--- src/rtl/sdr_colgen_pkg.sv ---
package sdr_colgen_pkg;

  localparam int BL_CODE_W = 3;
  localparam int BL_LG_W   = 2;

  typedef struct packed {
    logic [BL_LG_W-1:0] lg;    // log2 of beats for a finite burst
    logic               full;  // linear full-page run
  } burst_cfg_t;

  // Turn the command fields into an effective burst shape.
  function automatic burst_cfg_t decode_burst(
    input logic [BL_CODE_W-1:0] code,
    input logic                 ilv,
    input logic                 is_wr,
    input logic                 wr_single
  );
    burst_cfg_t c;
    c.full = 1'b0;
    c.lg   = code[BL_LG_W-1:0];
    if (is_wr && wr_single) begin
      c.lg = '0;
    end else if (code[BL_CODE_W-1]) begin
      c.lg = '1;               // 8 beats, used when interleave forbids full page
      c.full = ~ilv;
    end
    return c;
  endfunction

  // Low-bit mask covering one finite burst block.
  function automatic logic [15:0] block_mask(input logic [BL_LG_W-1:0] lg);
    return (16'd1 << lg) - 16'd1;
  endfunction

endpackage

--- src/rtl/sdr_colgen_decode.sv ---
module sdr_colgen_decode
  import sdr_colgen_pkg::*;
(
  input  logic [BL_CODE_W-1:0] code_i,
  input  logic                 ilv_i,
  input  logic                 is_write_i,
  input  logic                 wr_single_i,
  output burst_cfg_t           cfg_o
);
  always_comb cfg_o = decode_burst(code_i, ilv_i, is_write_i, wr_single_i);
endmodule

--- src/rtl/sdr_colgen_beat.sv ---
module sdr_colgen_beat
  import sdr_colgen_pkg::*;
#(
  parameter int COL_W = 11
) (
  input  logic               clk,
  input  logic               rst_n,
  input  logic               load_i,
  input  logic               stop_i,
  input  logic               adv_i,
  input  logic [BL_LG_W-1:0] lg_i,
  input  logic               full_i,
  output logic [COL_W-1:0]   idx_o,
  output logic               busy_o,
  output logic               last_o
);
  logic [COL_W-1:0] idx_q;
  logic             busy_q;
  logic [COL_W-1:0] final_idx_w;
  logic             last_w;

  assign final_idx_w = COL_W'(block_mask(lg_i));
  assign last_w      = busy_q & ~full_i & (idx_q == final_idx_w);

  always_ff @(posedge clk) begin
    if (!rst_n) begin
      idx_q  <= '0;
      busy_q <= 1'b0;
    end else if (load_i) begin
      idx_q  <= '0;
      busy_q <= 1'b1;
    end else if (busy_q) begin
      if (stop_i) begin
        busy_q <= 1'b0;
      end else if (adv_i) begin
        if (last_w) busy_q <= 1'b0;
        else        idx_q  <= idx_q + COL_W'(1);
      end
    end
  end

  assign idx_o  = idx_q;
  assign busy_o = busy_q;
  assign last_o = last_w;
endmodule

--- src/rtl/sdr_colgen_addr.sv ---
module sdr_colgen_addr
  import sdr_colgen_pkg::*;
#(
  parameter int COL_W = 11
) (
  input  logic [COL_W-1:0]   base_i,
  input  logic [COL_W-1:0]   idx_i,
  input  logic [BL_LG_W-1:0] lg_i,
  input  logic               full_i,
  input  logic               ilv_i,
  output logic [COL_W-1:0]   col_o
);
  logic [COL_W-1:0] mask_w;
  logic [COL_W-1:0] seq_w;
  logic [COL_W-1:0] ilv_w;
  logic [COL_W-1:0] page_w;

  assign mask_w = COL_W'(block_mask(lg_i));
  assign seq_w  = (base_i & ~mask_w) | ((base_i + idx_i) & mask_w);
  assign ilv_w  = (base_i & ~mask_w) | ((base_i ^ idx_i) & mask_w);
  assign page_w = base_i + idx_i;

  always_comb begin
    if (full_i)     col_o = page_w;
    else if (ilv_i) col_o = ilv_w;
    else            col_o = seq_w;
  end
endmodule

--- src/rtl/sdr_colgen.sv ---
module sdr_colgen
  import sdr_colgen_pkg::*;
#(
  parameter int COL_W = 11
) (
  input  logic                 clk,
  input  logic                 rst_n,
  input  logic                 load_i,
  input  logic                 is_write_i,
  input  logic [COL_W-1:0]     start_col_i,
  input  logic [BL_CODE_W-1:0] bl_code_i,
  input  logic                 interleave_i,
  input  logic                 wr_single_i,
  input  logic                 stop_i,
  input  logic                 adv_i,
  output logic [COL_W-1:0]     col_o,
  output logic                 busy_o,
  output logic                 last_o
);
  burst_cfg_t       cmd_cfg_w;
  logic [COL_W-1:0] base_q;
  logic [BL_LG_W-1:0] lg_q;
  logic             full_q;
  logic             ilv_q;
  logic [COL_W-1:0] idx_w;

  sdr_colgen_decode u_decode (
    .code_i      (bl_code_i),
    .ilv_i       (interleave_i),
    .is_write_i  (is_write_i),
    .wr_single_i (wr_single_i),
    .cfg_o       (cmd_cfg_w)
  );

  always_ff @(posedge clk) begin
    if (!rst_n) begin
      base_q <= '0;
      lg_q   <= '0;
      full_q <= 1'b0;
      ilv_q  <= 1'b0;
    end else if (load_i) begin
      base_q <= start_col_i;
      lg_q   <= cmd_cfg_w.lg;
      full_q <= cmd_cfg_w.full;
      ilv_q  <= interleave_i;
    end
  end

  sdr_colgen_beat #(.COL_W(COL_W)) u_beat (
    .clk    (clk),
    .rst_n  (rst_n),
    .load_i (load_i),
    .stop_i (stop_i),
    .adv_i  (adv_i),
    .lg_i   (lg_q),
    .full_i (full_q),
    .idx_o  (idx_w),
    .busy_o (busy_o),
    .last_o (last_o)
  );

  sdr_colgen_addr #(.COL_W(COL_W)) u_addr (
    .base_i (base_q),
    .idx_i  (idx_w),
    .lg_i   (lg_q),
    .full_i (full_q),
    .ilv_i  (ilv_q),
    .col_o  (col_o)
  );
endmodule

--- config.mk ---
export PLATFORM = sky130hd
export DESIGN_NAME = sdr_colgen
export DESIGN_NICKNAME = d
export VERILOG_FILES = /design/src/rtl/sdr_colgen_pkg.sv /design/src/rtl/sdr_colgen_decode.sv /design/src/rtl/sdr_colgen_beat.sv /design/src/rtl/sdr_colgen_addr.sv /design/src/rtl/sdr_colgen.sv
export SDC_FILE = /design/constraint.sdc
export NUM_CORES = 1
export LEC_CHECK = 0
export CAP_MARGIN = 20
export CORE_UTILIZATION = 40
export DETAILED_ROUTE_END_ITERATION = 10
export GPL_TIMING_DRIVEN = 1
export SETUP_SLACK_MARGIN = 0.02
export SLEW_MARGIN = 40
export SYNTH_ARGS = -nofsm -noshare
export SYNTH_HDL_FRONTEND = slang
export SYNTH_SLANG_ARGS = --single-unit
--- constraint.sdc ---
create_clock -name clk -period 5.3 [get_ports clk]
set_input_delay 1.06 -clock clk [delete_from_list [all_inputs] [get_ports clk]]
set_output_delay 1.06 -clock clk [all_outputs]
set_load 0.005 [all_outputs]
# Word level (Yosys, flattened, before mapping)
# Cells that the tools add are included.
[classes]
eq_ne = 1
bitwise = 14
n_addsub = 3
n_reduce_logical = 3
n_shift = 1
mux = 10
[ops]
columns = ["op", "count"]
rows = [
  ["$and 11x11->11", 3],
  ["$mux 11", 2],
  ["$or 11x11->11", 2],
  ["$add 11x1->11 const B", 1],
  ["$add 11x11->11", 1],
  ["$eq 11x11->1", 1],
  ["$not 11->11", 1],
  ["$shl 1x2->11 const A", 1],
  ["$sub 11x1->11 const B", 1],
  ["$xor 11x11->11", 1],
  ["$mux 1", 6],
  ["$not 1->1", 5],
  ["$reduce_and 4->1", 1],
  ["$mux 3", 1],
  ["$and 1x1->1", 2],
  ["$mux 2", 1],
  ["$reduce_or 2->1", 1],
  ["$logic_and 1x1->1", 1],
]
[word_totals]
out_inout_bits = 13
input_bits = 22
elab_cells = 38
reg_bits = 27

# Depth between registers and ports, before layout
# Gate-level depths: netlist (run 1).
[depth]
ltp_word = 9
mapped_depth = 8
mapped_depth_nobuf = 7

# By module
# Synthesis (run 1) repeated with hierarchy kept, for this count alone.
[hier_totals]
cells_unflattened = 252
area_unflattened_um2 = 2124.5
[modules_own_cells]
columns = ["module", "area_each_um2", "seq_area_each_um2", "instances", "cells_each"]
rows = [
  ["sdr_colgen_beat", 835.8, 240.2, 1, 103],
  ["sdr_colgen_addr", 675.6, 0.0, 1, 95],
  ["sdr_colgen", 579.3, 300.3, 1, 48],
  ["sdr_colgen_decode", 33.8, 0.0, 1, 6],
]

# Least setup slack after synthesis (run 1)
# OpenSTA, ideal clock, no wires.
[synth_timing]
path_kind = "register -> output"
from = "register u_beat.idx_q[0], in the netlist u_beat.idx_o[0]"
to = "output port col_o[10]"
stages_incl_launch_ff = 8
arrival_ns = 2.004
path_slack_ns = 2.236
path_buffers = 0
required_time_ns = 4.240
cell_sequence = "dfxtp_1 > ha_1 > fa_1 > a21o_1 > a21o_1 > a211o_1 > mux2_2 > o2111ai_1"
[synth_via]
elab_chain_len = 5
[synth_rtl]
columns = ["element", "line_no", "source"]
rows = [
  ["start: declaration", "sdr_colgen_beat.sv:17", "logic [COL_W-1:0] idx_q;"],
  ["start signal: assignment", "sdr_colgen_beat.sv:37", "else idx_q <= idx_q + COL_W'(1);"],
  ["$add 11x11->11 (*)", "sdr_colgen_addr.sv:19, sdr_colgen_addr.sv:21", ""],
  ["$and 11x11->11", "sdr_colgen_addr.sv:19", "assign seq_w = (base_i & ~mask_w) | ((base_i + idx_i) & mask_w);"],
  ["$or 11x11->11", "sdr_colgen_addr.sv:19", ""],
  ["$mux 11", "sdr_colgen_addr.sv:25", "else if (ilv_i) col_o = ilv_w;"],
  ["$mux 11 (*)", "sdr_colgen_addr.sv:24", "if (full_i) col_o = page_w;"],
  ["end: declaration", "sdr_colgen.sv:16", "output logic [COL_W-1:0] col_o,"],
]
# Every way passes the cells marked *; elsewhere a longest branch is shown, timed or not.

# Worst setup path after layout (run 1)
# Same ends and word-level chain as after synthesis.

==> results of run 1 <==
[metal layers]
metal / GRT usage (%) / vias up / wire, um
met5: 0 / - / 0
met4: 2.00 / 0 / 17
met3: 3.66 / 2 / 167
met2: 28.0 / 31 / 2000
met1: 27.4 / 789 / 2270
li1: - / 899 / -
[logic make-up (layout without fill, tap and decap cells)]
group | count (synthesis) | after routing | share of synthesized area, %
muxes | 18 | 18 | 9.67
AOI/OAI and AO/OA | 53 | 53 | 19.1
xor gates and xnor gates | 13 | 13 | 5.91
adders and majority gates | 13 | 13 | 8.83
DFF | 27 | 27 | 28.0
and+or+nand+nor | 92 | 92 | 25.2
buffers and inverters | 14 | 45 | 3.18
[per-stage QoR]
step,power (uW),std cells,worst slack [ps],area (um2)
3_3_place_gp,317,309,1630,2300
6_report,437,313,1280,2350
4_1_cts,445,313,1270,2350
5_1_grt,464,313,1130,2350
3_5_place_dp,317,309,1600,2300
2_1_floorplan,274,230,2240,1930
[area by class of cell]
cell class                 instances  area (um2)  share of cell area [%]
multi-input combinational        189        1330                    56.4
sequential                        27         541                    23.0
timing repair buffer              35         348                    14.8
tap                               52        65.1                    2.77
inverter                           6        22.5                   0.957
clock buffer                       3        41.3                    1.76
clock inverter                     1        8.76                   0.372
[sequential cells by signal (all words and copies together) (netlist names)]
register and cells:
u_beat.idx_o 11, lg_q 2, ilv_q 1, full_q 1, u_beat.busy_o 1, base_q 11
[where the power goes]
group	switching, uW	total, uW	leakage [uW]	internal (uW)
Clock	69.8	125	0.0000261	55.2
Combinational	37.6	91.5	0.000689	53.9
Sequential	10.4	221	0.000221	210
[worst min-delay path by stage]
stage | start | cells past startpoint | endpoint | slack, ps
after floorplan | base_q[2] | 2 | base_q[2] | 510
after global placement | base_q[0] | 2 | base_q[0] | 530
after detailed placement | base_q[0] | 2 | base_q[0] | 540
after CTS | base_q[4] | 2 | base_q[4] | 550
after global routing | base_q[4] | 2 | base_q[4] | 570
final | base_q[4] | 2 | base_q[4] | 550
[worst max-delay path, stage by stage (launching register included)]
cell and delay [ps]:
dfxtp_1 390, ha_1 260, fa_1 410, a21o_1 200, a21o_1 220, a211o_1 320, mux2_2 280, o2111ai_1 90
clkdlybuf4s50_1 530
[placed cells by master, fill, tap and decap left out, types with 2 or more instances in the layout]
| cell | count |
|---|---|
| a221oi_1 | 2 |
| a311o_1 | 2 |
| xnor2_1 | 8 |
| nor2_1 | 24 |
| dfxtp_1 | 27 |
| nor4b_1 | 2 |
| inv_1 | 6 |
| nand3_1 | 6 |
| o21ai_0 | 13 |
| mux2i_1 | 13 |
| and3_1 | 3 |
| clkbuf_8 | 3 |
| clkdlybuf4s50_1 | 34 |
| xor2_1 | 5 |
| mux2_2 | 5 |
| a21oi_1 | 14 |
| nor3_1 | 6 |
| nor2b_1 | 16 |
| or3_2 | 3 |
| o211ai_1 | 3 |
| nand2_1 | 15 |
| ha_1 | 12 |
| nand2b_1 | 5 |
| a21o_1 | 3 |
| nand4_1 | 2 |
| a211oi_1 | 3 |
==> reports/metrics.cfg, run 1 <==
[floorplan]
die-area_um2=5100
start_util_pct=42.8
std_cell_rows=24
core_area_um2=4500
dieWidth_um=71.4
ioPinCount=35
fp.dieH_um=71.4

[final_layout]
nNetsFinal=297
drive_above_1_share_pct=6.51
syn_to_final_growth_pct=22.0
final_core_util_pct=52.2
n_antenna_cell=0
n_fill_cell=462

[flow_run]
cap_violations=0

[pwr]
p_leak_uw=0.000936
p_per_area_nw_per_um2=186
peakVddDrop_mv=0.180

[logic_synthesis]
synth_top_area_share_pct=28.0
netlist_area_um2=1930
netlist.top_cell.by_area=dfxtp_1
ys_warn_count=0
netlist_instances=230
netlist_top_cells_area=dfxtp_1 (28%), ha_1 (7.8%), mux2i_1 (6.7%)
synth.distinct_cells=51
avgSynthCellArea_um2=8.38
synth_nets=265
seq_area_frac_synth_pct=28.0
ys_ff_latch=27
async_reset_ff_share_pct=0
synth_ff_type=dfxtp_1
synth_edf_count=0
synthTopCellsByCount=dfxtp_1 (27), nor2_1 (24), nor2b_1 (16)
yosysMostFrequentCell=dfxtp_1

[detailed_routing]
ant_nets=0
wl_per_cell_um=14.2
drc=0
vias_per_cell=5.50
drt_iter0_markers=88
wl_um=4460
firstDrtPassIters=4
vias=1721

[sta]
setup_viol=0
max_freq_ghz=0.249
period_minus_slack_ps=4020
post-route-period-util_pct=75.9
hold_viol_final=0
tightestPinTransition_ps=574
slew_headroom_pct=61.7
hold_slack_ps=548
slew_violations=0
tns_ps=0
rsz0062_at_grt=false
fin_skew_ps=6.72

[global_routing]
track_usage_pct=18.3
grt_max_degree=18
overflow=0
grt_pass1_wl_um=7340
antenna_found_initial=0
grt_pass1_vias=1475

[worst_setup_path]
crit_path_end_kind=output port
worst-path-max-fanout=8
crit_start=u_beat.idx_o[0]
crit_path_start_kind=register
arrival_ps=2960
crit_end=col_o[10]
worst_r2r_endpoint=u_beat.busy_o
required_ps=4240
regToRegSetupSlack_ps=2930
critPathKind=register to output port
rr_startpoint=lg_q[0]
worstRegToRegCells=6

[clocking]
cts.path.max_buffers=2
cts_tree=built
cts_num_sinks=27
ctsHoldBuffers=0
cts_resized=0
clkLatencyLatePin_ps=280
htreeDepth=1
path_clk_slew_ps=100
cts-root-buf=clkbuf_8
cts_buffers=3
cts_setup_buffers=0

[hold_path]
min_path_type=register to register

[placement]
gp_congestion=0.837
hpwl_um=3400
io_buffers=34

[run_status]
status=completed

Note: power is estimated with default switching activity, not from simulation.
==> run 2: changes to the inputs <==
--- a/config.mk
+++ b/config.mk
@@ -9,6 +9,7 @@
 export CORE_UTILIZATION = 40
 export DETAILED_ROUTE_END_ITERATION = 10
 export GPL_TIMING_DRIVEN = 1
+export PLACE_DENSITY = 0.66
 export SETUP_SLACK_MARGIN = 0.02
 export SLEW_MARGIN = 40
 export SYNTH_ARGS = -nofsm -noshare
==> constraint.sdc (replaced) <==
create_clock -name clk -period 3.6 [get_ports clk]
set_input_delay 0.72 -clock clk [delete_from_list [all_inputs] [get_ports clk]]
set_output_delay 0.72 -clock clk [all_outputs]
set_load 0.005 [all_outputs]
==> run 2 against run 1 <==
Sequential power is 47% higher; die area stayed put; register-to-register slack got worse by 1700 ps; worst setup slack worse by 1100 ps; via count increased by 1.7%; clock power increased by 48%; sequential share of layout area fell by 0.24 points; non-clock buffer count up 4; cell count increased by 1.3%; sequential cell count stayed put; largest power group unchanged.
==> reports/metrics.cfg, run 2 (same netlist as run 1, synthesis figures left out) <==
[run_status]
status=completed  ; unchanged

[final_layout]
n_antenna_cell=0  ; unchanged
nNetsFinal=301  ; was 297
drive_above_1_share_pct=9.43  ; was 6.51%
layout_common_cells=clkdlybuf4s50_1 (33), dfxtp_1 (25), nor2_1 (24)  ; was clkdlybuf4s50_1 (34), dfxtp_1 (27), nor2_1 (24)
syn_to_final_growth_pct=23.9  ; was 22.0%
final_common_cell=clkdlybuf4s50_1  ; unchanged

[global_routing]
overflow=0  ; unchanged
grt_pass1_vias=1599  ; was 1,475
grt_max_degree=18  ; unchanged
track_usage_pct=18.1  ; was 18.3%
grt_pass1_wl_um=7330  ; was 7340 um
antenna_found_initial=0  ; unchanged

[floorplan]
start_util_pct=42.8  ; unchanged
ioPinCount=35  ; unchanged
dieWidth_um=71.4  ; unchanged
fp.dieH_um=71.4  ; unchanged
std_cell_rows=24  ; unchanged
die-area_um2=5100  ; unchanged
core_area_um2=4500  ; unchanged

[clocking]
cts.path.max_buffers=2  ; unchanged
cts-root-buf=clkbuf_8  ; unchanged
cts_buffers=3  ; unchanged
clkLatencyLatePin_ps=280  ; about the same
cts_num_sinks=27  ; unchanged
htreeDepth=1  ; unchanged
path_clk_slew_ps=100  ; about the same
cts_tree=built  ; unchanged

[pwr]
switching_share_pct=27.1  ; was 26.9%
p_comb_share_pct=21.3  ; was 20.9%
power.switching_uw=175  ; was 118 uW
pwr-share-seq_pct=50.0  ; was 50.5%
p_per_area_nw_per_um2=271  ; was 186 nW/um2
total_power_uw=647  ; was 437 uW
clkPwrFrac_pct=28.7  ; was 28.6%
p_leak_uw=0.000954  ; was 0.000936 uW
peakVddDrop_mv=0.207  ; was 0.180 mV
intPower_uw=471  ; was 319 uW

[sta]
rsz0062_at_grt=false  ; unchanged
post-route-period-util_pct=95.4
tns_ps=0  ; unchanged
fin_ws_ps=166  ; was 1280 ps
slew_violations=0  ; unchanged
max_freq_ghz=0.291
tightestPinTransition_ps=657  ; was 574 ps
period_minus_slack_ps=3430
slew_headroom_pct=56.1  ; was 61.7%
fin_skew_ps=5.22  ; was 6.72 ps
hold_viol_final=0  ; unchanged
setup_viol=0  ; unchanged

[detailed_routing]
drt_iter0_markers=109  ; was 88
vias_per_cell=5.52  ; was 5.50
vias=1750  ; was 1,721
wl_per_cell_um=13.8  ; was 14.2 um
drc=0  ; unchanged
firstDrtPassIters=4  ; unchanged
ant_nets=0  ; unchanged
wl_um=4390  ; was 4460 um

[worst_setup_path]
critPathKind=register to output port  ; unchanged
worst-path-max-fanout=8  ; unchanged
crit_path_end_kind=output port  ; unchanged
crit_path_start_kind=register  ; unchanged
arrival_ps=2710  ; was 2960 ps
required_ps=2880  ; was 4240 ps

[placement]
preCtsSetupSlack_ps=233  ; was 1600 ps
gp_congestion=0.872  ; was 0.837
io_buffers=34  ; unchanged
hpwl_um=3340  ; was 3400 um

[hold_path]
min_path_type=register to register  ; unchanged

[flow_run]
cap_violations=0  ; unchanged

## run 2: what timing repair did
action                     CTS  global route
resized for setup            4             1
pin swaps                    1             0
setup buffers                1             0
hold buffers                 0             0
setup endpoints to repair    1             1
## run 2: layout make-up
cell class | count | area, um2
sequential | 27 | 543
inverter | 6 | 22.5
tap | 52 | 65.1
multi-input combinational | 189 | 1330
timing repair buffer | 39 | 377
fill | 447 | 2120
clock buffer | 3 | 41.3
clock inverter | 1 | 8.76
## run 2: per-stage QoR
stage	instances	hold slack, ps	instance area (um2)	util [%]
finish	317	550	2390	53.0
global route	317	585	2390	53.0
CTS	317	551	2390	53.0
detailed placement	312	544	2320	51.6
global placement	312	526	2320	51.6
floorplan	230	506	1930	-
## run 2: critical path: stages, from the launching register on
cell	delay, ps
dfxtp_2	370
ha_2	200
fa_2	350
a21o_1	190
a21o_1	230
a211oi_1	310
o211ai_1	110
o311ai_0	100
clkdlybuf4s50_1	560
## run 2: path summary, 6_finish.rpt
| kind | startpoint | to | slack [ps] | cells past startpoint |
|---|---|---|---|---|
| hold / removal | u_beat.idx_o[0] | u_beat.idx_o[0] | 550 | 2 |
| hold reg to reg | u_beat.idx_o[0] | u_beat.idx_o[0] | 550 | 2 |
| setup / recovery | u_beat.idx_o[0] | col_o[8] | 170 | 8 |
| setup reg to reg | lg_q[0] | u_beat.idx_o[2] | 1230 | 8 |
## run 2: layer usage
layer,up-vias,part of all wire (%),global-route usage (%),wire length (um)
li1,909,-,-,-
met1,800,50,24.7,2200
met2,34,45,29.6,2000
met3,7,3.1,3.38,134
met4,0,1.3,4.44,55
met5,-,0,0,0
## run 2: power groups by stage
stage                     clock (uW)  sequential, uW  combinational, uW
final                            185             324                138
after global routing             206             326                152
after CTS                        191             323                139
after detailed placement           0             330                139
after global placement             0             330                138
after floorplan                    0             324               80.0
==> run 3: changes to the inputs <==
--- a/config.mk
+++ b/config.mk
@@ -6,6 +6,7 @@
 export NUM_CORES = 1
 export LEC_CHECK = 0
 export CAP_MARGIN = 20
+export CORE_ASPECT_RATIO = 1.2
 export CORE_UTILIZATION = 40
 export DETAILED_ROUTE_END_ITERATION = 10
 export GPL_TIMING_DRIVEN = 1
==> run 3 against run 2 <==
Sequential power hardly changed; clock power is essentially flat; critical path depth stayed put; cell count grew 1.6%; worst hold slack worse by 17 ps; total power fell by 0.28%.
==> reports/metrics.cfg, run 3 (same netlist as run 1, synthesis figures left out) <==
[placement]
hpwl_um=3420  ; was 3340 um
io_buffers=34  ; unchanged
gp_congestion=0.849  ; was 0.872

[pwr]
pwr-share-seq_pct=50.2  ; was 50.0%
p_comb_share_pct=21.3  ; about the same
p_leak_uw=0.000967  ; was 0.000954 uW
switching_share_pct=27.3  ; was 27.1%
peakVddDrop_mv=0.143  ; was 0.207 mV
intPower_uw=469  ; was 471 uW
clkPwrFrac_pct=28.5  ; was 28.7%
power.switching_uw=176  ; was 175 uW
p_per_area_nw_per_um2=269  ; was 271 nW/um2

[final_layout]
syn_to_final_growth_pct=24.3  ; was 23.9%
drive_above_1_share_pct=9.09  ; was 9.43%
n_fill_cell=480  ; was 447
final_common_cell=clkdlybuf4s50_1  ; unchanged
layout_common_cells=clkdlybuf4s50_1 (32), dfxtp_1 (26), nor2_1 (24)  ; was clkdlybuf4s50_1 (33), dfxtp_1 (25), nor2_1 (24)
nNetsFinal=300  ; was 301
n_antenna_cell=0  ; unchanged

[sta]
slew_headroom_pct=62.6  ; was 56.1%
tightestPinTransition_ps=559  ; was 657 ps
slew_violations=0  ; unchanged
fin_skew_ps=3.41  ; was 5.22 ps
post-route-period-util_pct=94.3  ; was 95.4%
period_minus_slack_ps=3390  ; was 3430 ps
rsz0062_at_grt=false  ; unchanged
setup_viol=0  ; unchanged
tns_ps=0  ; unchanged
hold_slack_ps=532  ; was 550 ps
hold_viol_final=0  ; unchanged
max_freq_ghz=0.295  ; was 0.291 GHz

[worst_setup_path]
max_stage_delay_ps=440  ; was 560 ps
critPathKind=register to output port  ; unchanged
crit_path_cell_trace=ha_1 -> fa_1 -> a21o_1 -> a21o_1 -> a21oi_2 -> nor3_1 -> a311o_1 -> clkdlybuf4s50_1  ; was ha_2 -> fa_2 -> a21o_1 -> a21o_1 -> a211oi_1 -> o211ai_1 -> o311ai_0 -> clkdlybuf4s50_1
slowest_stage=clkdlybuf4s50_1  ; unchanged
arrival_ps=2670  ; was 2710 ps
crit_path_start_kind=register  ; unchanged
crit_path_end_kind=output port  ; unchanged
worst_path_most_repeated_cell=a21o_1  ; unchanged
required_ps=2880  ; about the same
worst-path-max-fanout=8  ; unchanged
crit_family=compound AO/OA/AOI/OAI gates  ; unchanged
path_buf_inv=1  ; unchanged

[clocking]
ctsHoldBuffers=0  ; unchanged
cts-root-buf=clkbuf_8  ; unchanged
cts_buffers=3  ; unchanged
cts_num_sinks=27  ; unchanged
clkLatencyLatePin_ps=280  ; about the same
htreeDepth=1  ; unchanged
cts.path.max_buffers=2  ; unchanged
path_clk_slew_ps=100  ; about the same
cts_tree=built  ; unchanged

[floorplan]
std_cell_rows=27  ; was 24
core_area_um2=4590  ; was 4500 um2
ioPinCount=35  ; unchanged
dieWidth_um=65.4  ; was 71.4 um
start_util_pct=42.0  ; was 42.8%
fp.dieH_um=78.1  ; was 71.4 um
die-area_um2=5100  ; about the same

[flow_run]
cap_violations=0  ; unchanged

[detailed_routing]
drt_iter0_markers=104  ; was 109
vias=1775  ; was 1,750
wl_per_cell_um=14.1  ; was 13.8 um
firstDrtPassIters=4  ; unchanged
ant_nets=0  ; unchanged
vias_per_cell=5.51  ; was 5.52
wl_um=4540  ; was 4390 um
drc=0  ; unchanged

[global_routing]
antenna_found_initial=0  ; unchanged
overflow=0  ; unchanged
grt_pass1_wl_um=7780  ; was 7330 um
track_usage_pct=19.7  ; was 18.1%
grt_max_degree=17  ; was 18
grt_pass1_vias=1659  ; was 1,599

[hold_path]
min_path_type=register to register  ; unchanged

[run_status]
status=completed  ; unchanged

-- run 3: area by class of cell --
cell class | instances | area [um2] | area share [%]
multi-input cells | 189 | 1340 | 55.9
flip-flops and latches | 27 | 542 | 22.6
repair buffers | 38 | 372 | 15.5
well taps | 58 | 72.6 | 3.03
clock buffers | 3 | 41.3 | 1.72
inverters | 6 | 22.5 | 0.939
clock inverters | 1 | 7.51 | 0.313
-- run 3: worst min-delay path, cell delays in order (launching register included) --
cell and delay, ps:
dfxtp_2 370, o21ai_0 80, a21oi_1 60
-- run 3: worst paths after layout --
check	to	from	slack, ps	cells past startpoint
worst max-delay path	col_o[6]	u_beat.idx_o[0]	210	8
worst min register to register	u_beat.idx_o[0]	u_beat.idx_o[0]	530	2
worst min-delay path	u_beat.idx_o[0]	u_beat.idx_o[0]	530	2
worst max register to register	u_beat.idx_o[0]	lg_q[1]	1260	8
-- run 3: per-stage QoR --
stage | cells | setup WS [ps] | power [uW] | area (um2) | util (%)
2_1_floorplan | 230 | 876 | 404 | 1930 | -
3_3_place_gp | 318 | 258 | 468 | 2330 | 50.8
4_1_cts | 322 | 25.3 | 652 | 2380 | 51.8
6_report | 322 | 205 | 645 | 2400 | 52.2
3_5_place_dp | 318 | 236 | 469 | 2330 | 50.8
5_1_grt | 322 | 25.2 | 679 | 2400 | 52.2
-- run 3: power groups by stage --
| stage | logic [uW] | clock network [uW] | registers, uW |
|---|---|---|---|
| floorplan | 80.0 | 0 | 324 |
| global placement | 137 | 0 | 330 |
| detailed placement | 138 | 0 | 331 |
| CTS | 138 | 190 | 324 |
| global route | 152 | 201 | 326 |
| finish | 137 | 184 | 323 |
-- run 3: layer usage --
metal | vias to the layer above | wire [um] | global-route usage, %
met4 | 0 | 57 | 5.87
met1 | 829 | 2130 | 25.8
met3 | 5 | 142 | 2.33
met2 | 38 | 2220 | 33.2
met5 | - | 0 | 0
li1 | 903 | - | -
-- run 3: timing repair --
| item | 4_1_cts | 5_1_grt |
|---|---|---|
| buffers inserted | 0 | 0 |
| endpoints found under the setup margin | 2 | 3 |
| pin swaps | 0 | 1 |
| resized for setup | 2 | 4 |
